<file path="src/rtl/bps_pkg.sv">
package bps_pkg;
    typedef enum logic {
        ST_WAIT = 1'b0,
        ST_PREP = 1'b1
    } bps_state_e;
endpackage

</file>
<file path="src/rtl/bps_req_sync.sv">
// Brings the consumer request into the clock domain and flags its rising edge.
module bps_req_sync #(
    parameter int STAGES = 2
) (
    input  logic clk,
    input  logic rst_n,
    input  logic req_async,
    output logic req_rise
);
    localparam int LAST = STAGES - 1;

    logic [STAGES-1:0] sync_d, sync_q;
    logic              prev_d, prev_q;

    always_comb begin
        sync_d = {sync_q[STAGES-2:0], req_async};
        prev_d = sync_q[LAST];
    end

    always_ff @(posedge clk or negedge rst_n) begin
        if (!rst_n) begin
            sync_q <= '0;
            prev_q <= 1'b0;
        end else begin
            sync_q <= sync_d;
            prev_q <= prev_d;
        end
    end

    assign req_rise = sync_q[LAST] & ~prev_q;
endmodule

</file>
<file path="src/rtl/bps_fsm.sv">
// Wait / prepare sequencer with a registered output byte and valid flag.
module bps_fsm
    import bps_pkg::*;
#(
    parameter int W = 8
) (
    input  logic         clk,
    input  logic         rst_n,
    input  logic         req_rise,
    input  logic [W-1:0] src_data,
    input  logic         src_valid,
    output logic         src_ready,
    output logic [W-1:0] out_data,
    output logic         out_valid
);
    typedef struct packed {
        bps_state_e   st;
        logic [W-1:0] data;
        logic         vld;
    } regs_t;

    regs_t r_d, r_q;

    always_comb begin
        r_d = r_q;
        unique case (r_q.st)
            ST_WAIT: begin
                if (req_rise) begin
                    r_d.st  = ST_PREP;
                    r_d.vld = 1'b0;
                end
            end
            ST_PREP: begin
                if (src_valid) begin
                    r_d.st   = ST_WAIT;
                    r_d.data = src_data;
                    r_d.vld  = 1'b1;
                end
            end
            default: r_d.st = ST_WAIT;
        endcase
    end

    always_ff @(posedge clk or negedge rst_n) begin
        if (!rst_n) begin
            r_q <= '{st: ST_WAIT, data: '0, vld: 1'b0};
        end else begin
            r_q <= r_d;
        end
    end

    assign src_ready = (r_q.st == ST_PREP);
    assign out_data  = r_q.data;
    assign out_valid = r_q.vld;
endmodule

</file>
<file path="src/rtl/byte_push_sender.sv">
module byte_push_sender #(
    parameter int W           = 8,
    parameter int SYNC_STAGES = 2
) (
    input  logic         clk,
    input  logic         rst_n,
    input  logic         req_in,
    input  logic [W-1:0] src_data,
    input  logic         src_valid,
    output logic         src_ready,
    output logic [W-1:0] out_data,
    output logic         out_valid
);
    logic req_rise;

    bps_req_sync #(.STAGES(SYNC_STAGES)) u_sync (
        .clk       (clk),
        .rst_n     (rst_n),
        .req_async (req_in),
        .req_rise  (req_rise)
    );

    bps_fsm #(.W(W)) u_fsm (
        .clk       (clk),
        .rst_n     (rst_n),
        .req_rise  (req_rise),
        .src_data  (src_data),
        .src_valid (src_valid),
        .src_ready (src_ready),
        .out_data  (out_data),
        .out_valid (out_valid)
    );
endmodule

</file>
<file path="config.mk">
export PLATFORM = sky130hd
export DESIGN_NAME = byte_push_sender
export DESIGN_NICKNAME = d
export VERILOG_FILES = /design/src/rtl/bps_pkg.sv /design/src/rtl/bps_req_sync.sv /design/src/rtl/bps_fsm.sv /design/src/rtl/byte_push_sender.sv
export SDC_FILE = /design/constraint.sdc
export NUM_CORES = 1
export LEC_CHECK = 0
export BUFFER_PORTS_ARGS = -buffer_cell sky130_fd_sc_hd__buf_2
export CAP_MARGIN = 0
export CORE_ASPECT_RATIO = 0.9
export CORE_MARGIN = 2
export CORE_UTILIZATION = 25
export DETAILED_ROUTE_END_ITERATION = 8
export PLACE_DENSITY = 0.46
export SYNTH_ARGS = -nofsm -noshare
export SYNTH_HDL_FRONTEND = slang
export SYNTH_SLANG_ARGS = --single-unit
</file>
<file path="constraint.sdc">
create_clock -name clk -period 2.6 [get_ports clk]
set_input_delay 0 -clock clk [delete_from_list [all_inputs] [get_ports clk]]
set_output_delay 0 -clock clk [all_outputs]
set_load 0.05 [all_outputs]
</file>
* Yosys cells after proc, flatten, opt, wreduce, memory -nomap -nowiden
Cells that the tools add are included.
** Operators by class
- Eq/ne operators :: 2
- Mux-type cells :: 5
- Bitwise operators :: 3
- Reduce and logical (&&, ||, !) cells :: 2
** Operators with widths (number)
- $mux W10 :: 1
- $ne A2 B2 Y1 const B :: 2
- $pmux W1 S2 :: 2
- $reduce_and A2 Y1 :: 2
- $mux W1 :: 2
- $not A1 Y1 :: 2
- $and A1 B1 Y1 :: 1
** Storage, ports and cells
- Register bits after elaboration :: 13
- Bits of input ports :: 12
- Word-level logic and storage cells :: 17

* Logic depth before layout (Yosys ltp)
- Word-level depth :: 4
- Gate-level depth with buffers :: 2
- Gate-level depth less buffers :: 2

* Modules after synthesis
From an unflattened synthesis, not the netlist that was laid out.
** Second synthesis, totals
- Cell total of the unflattened synthesis :: 27
- Area, all modules :: 461.7 µm²
** By module, submodules not included
- bps_fsm :: times used 1, cells each 23, area an instance 372.9 µm², seq. area each 250.2 µm²
- bps_req_sync :: times used 1, cells each 4, area an instance 88.8 µm², seq. area each 75.1 µm²

* Least setup slack after synthesis
OpenSTA, ideal clock, no wires.
- Path kind :: reg2reg
- Start :: register u_fsm.r_q, in the netlist u_fsm.src_ready
- End :: register u_fsm.r_q, in the netlist u_fsm.out_data[0]
- Library setup time :: 0.125 ns
- Arrival time :: 1.120 ns
- Data required time :: 2.475 ns
- Setup slack :: 1.355 ns
- Cell stages (with the launch flop) :: 3
- Path buffers :: 0
- Cell sequence :: dfrtp_1 -> nand2_4 -> mux2_2
** On the way
- Longest elaborated chain between the ends :: 1
** Ends and longest elaborated chain
- start, declared :: line bps_fsm.sv:22 : regs_t r_d, r_q;
- start signal, assigned :: line bps_fsm.sv:46 : r_q <= '{st: ST_WAIT, data: '0, vld: 1'b0};
- start signal, assigned :: line bps_fsm.sv:48 : r_q <= r_d;
- $reduce_and A2 Y1 (no source line)
Every way passes these cells.
A chain may end at the register's enable or synchronous reset.

* Worst setup path in the final report
- Start :: register u_fsm.r_q, in the netlist u_fsm.src_ready
- End :: register u_fsm.r_q, in the netlist u_fsm.out_data[7]
Same word-level chain as after synthesis.

==> impl_metrics.yaml <==
timing:
  min_period_ns: 1.04
  slew_viol_final: 0
  period_share: 0.402
  grt_setup_unrepaired: "false"
  slew_headroom: 0.815
  fmax_mhz: 957
  setup_viol: 0
  final_hold_viol_count: 0
  finClkSkew_ns: 0.000402
  tightest_slew_ns: 0.277
  final.setup.tns_ns: 0
route:
  drtAntennaViolNets: 0
  drt-total-wl_um: 915
  wire_per_inst_um: 10.6
  drc: 0
  drt-initial-drc-count: 6
  avgViaCountPerCell: 4.08
  detail_route.first_pass.iterations: 4
  vias: 351
global_route:
  antenna_found_initial: 0
  grt_pass1_vias: 344
  grt.overflow.total: 0
  grt_max_degree: 14
  grt_pass1_wl_mm: 1.50
  grt_use_total: 0.0979
floorplanning:
  die_w_um: 49.1
  rows: 14
  ios: 22
  start_util: 0.270
  die_y_um: 44.6
  coreArea_um2: 1700
  design.die.area_um2: 2190
clock_network:
  worstSkewPairLatency_ns: 0.27
  cts.clk_slew.worst_paths_ns: 0.07
  numCtsBuffers: 3
  cts_tree: "built"
  clock_path_buffers: 2
  cts_setup_buffers: 0
  htree_levels: 1
  cts_root_buf: "clkbuf_4"
  clock-sinks: 13
yosys:
  yosys-top-cells-area: "dfrtp_1, mux2_2, nand2_4"
  yosysWarnings: 0
  yosysMostFrequentCell: "dfrtp_1"
  synth_top_area_frac: 0.710
  yosys_register_bits: 13
  synth_area_um2: 458
  async_flop_share: 1.00
  synth.net_count: 38
  ys.flop_type: "dfrtp_1"
  synth_edf_count: 0
  synth_commonest_cells: "dfrtp_1, mux2_2"
  syn_area_per_cell_um2: 17.6
  ys_seq_area_frac: 0.710
  synth_cells: 26
  synth_area_leader_cell: "dfrtp_1"
  synth.distinct_cells: 7
worst_setup_path:
  worst-r2r-setup-slack_ns: 1.56
  worst-setup-path-type: "register to register"
  r2r_end: "u_fsm.out_data[7]$_DFFE_PN0P_"
  cp_data_required_time_ns: 2.76
  path_max_fanout: 8
  endpoint_kind: "register"
  critPathLaunchType: "register"
  r2r-start: "u_fsm.src_ready$_DFF_PN0_"
  arrival_ns: 1.20
  ff2ff_path_depth: 2
run:
  maxCapViolCount: 0
final_layout:
  syn_to_final_growth_pct: 59.3
  nNetsFinal: 75
  drive_gt1_frac: 0.548
  diodes: 0
power_and_ir_drop:
  power_density_nw_per_um2: 829
  peakVddDrop_mv: 0.351
  finalPower_mw: 0.605
  leakage_nw: 0.351
placed_design:
  port_buffers: 21
  gp_congestion: 0.725
min_path:
  holdCritPathClass: "input port to asynchronous set/reset pin"
status:
  outcome: "completed"
[state kept, by name, indices dropped and copies added (netlist names)]
signal / count
u_fsm.out_data: 8
u_sync.sync_q: 2
u_fsm.out_valid: 1
u_fsm.src_ready: 1
u_sync.prev_q: 1
[power by group]
part	internal [mW]	leakage, nW	switching [mW]	total (mW)
registers	0.239	0.152	0.0172	0.256
logic	0.0688	0.183	0.159	0.227
clock network	0.0594	0.0150	0.0620	0.121
total	0.367	0.351	0.238	0.605
[metal layers]
metal | global-route usage | part of all wire | vias to the layer above
li1 | - | - | 163
met1 | 0.0989 | 0.39 | 172
met2 | 0.173 | 0.52 | 12
met3 | 0.0236 | 0.061 | 4
met4 | 0.0857 | 0.023 | 0
met5 | 0 | 0 | -
[cell type report]
| type | instances | area, µm² |
|---|---|---|
| fill | 169 | 970 |
| sequential | 13 | 325 |
| timing repair buffer | 32 | 215 |
| multi-input combinational | 13 | 133 |
| tap | 24 | 30.0 |
| clock buffer | 4 | 26.3 |
[repair_timing]
item,CTS,global route
resized for setup,0,0
hold endpoints to repair,23,0
hold buffers,11,0
[cell usage in the layout (no fill, tap or decap)]
master and instances:
a21bo_2 1, dlygate4sd3_1 11, mux2_2 8, clkbuf_1 1
o21ai_0 1, mux2i_1 1, buf_2 21, nand2b_1 1
clkbuf_4 3, nand2_4 1, dfrtp_1 13
[how the worst max path moves through the flow]
stage,start,end,slack [ns],cells past startpoint
finish,u_fsm.src_ready$_DFF_PN0_,u_fsm.out_data[7]$_DFFE_PN0P_,1.56,2
global route,u_fsm.src_ready$_DFF_PN0_,u_fsm.out_data[6]$_DFFE_PN0P_,1.51,2
CTS,u_fsm.src_ready$_DFF_PN0_,u_fsm.out_data[7]$_DFFE_PN0P_,1.55,2
detailed placement,u_fsm.src_ready$_DFF_PN0_,u_fsm.out_data[7]$_DFFE_PN0P_,1.57,2
global placement,u_fsm.src_ready$_DFF_PN0_,u_fsm.out_data[2]$_DFFE_PN0P_,1.59,2
floorplan,u_fsm.src_ready$_DFF_PN0_,u_fsm.out_data[0]$_DFFE_PN0P_,1.35,2
[worst max-delay path, stage by stage, from the launching register on]
cell	delay, ns
dfrtp_1	0.44
nand2_4	0.14
mux2_2	0.34
[stage by stage]
stage	std cells	hold slack (ns)	setup slack, ns	utilization	cell area (µm²)
after global routing	86	0.182	1.51	0.429	729
after global placement	71	-0.110	1.59	0.349	593
after CTS	86	0.130	1.55	0.429	729
final	86	0.133	1.56	0.429	729
after floorplan	26	-0.296	1.35	-	458
after detailed placement	71	-0.107	1.57	0.349	593
[cell families after synthesis]
group	Yosys count	share of synthesized area
AOI/OAI and AO/OA	2	0.0328
and+or+nand+nor	2	0.0383
DFF	13	0.710
muxes	9	0.219
Power figures use the tool's default switching activity.
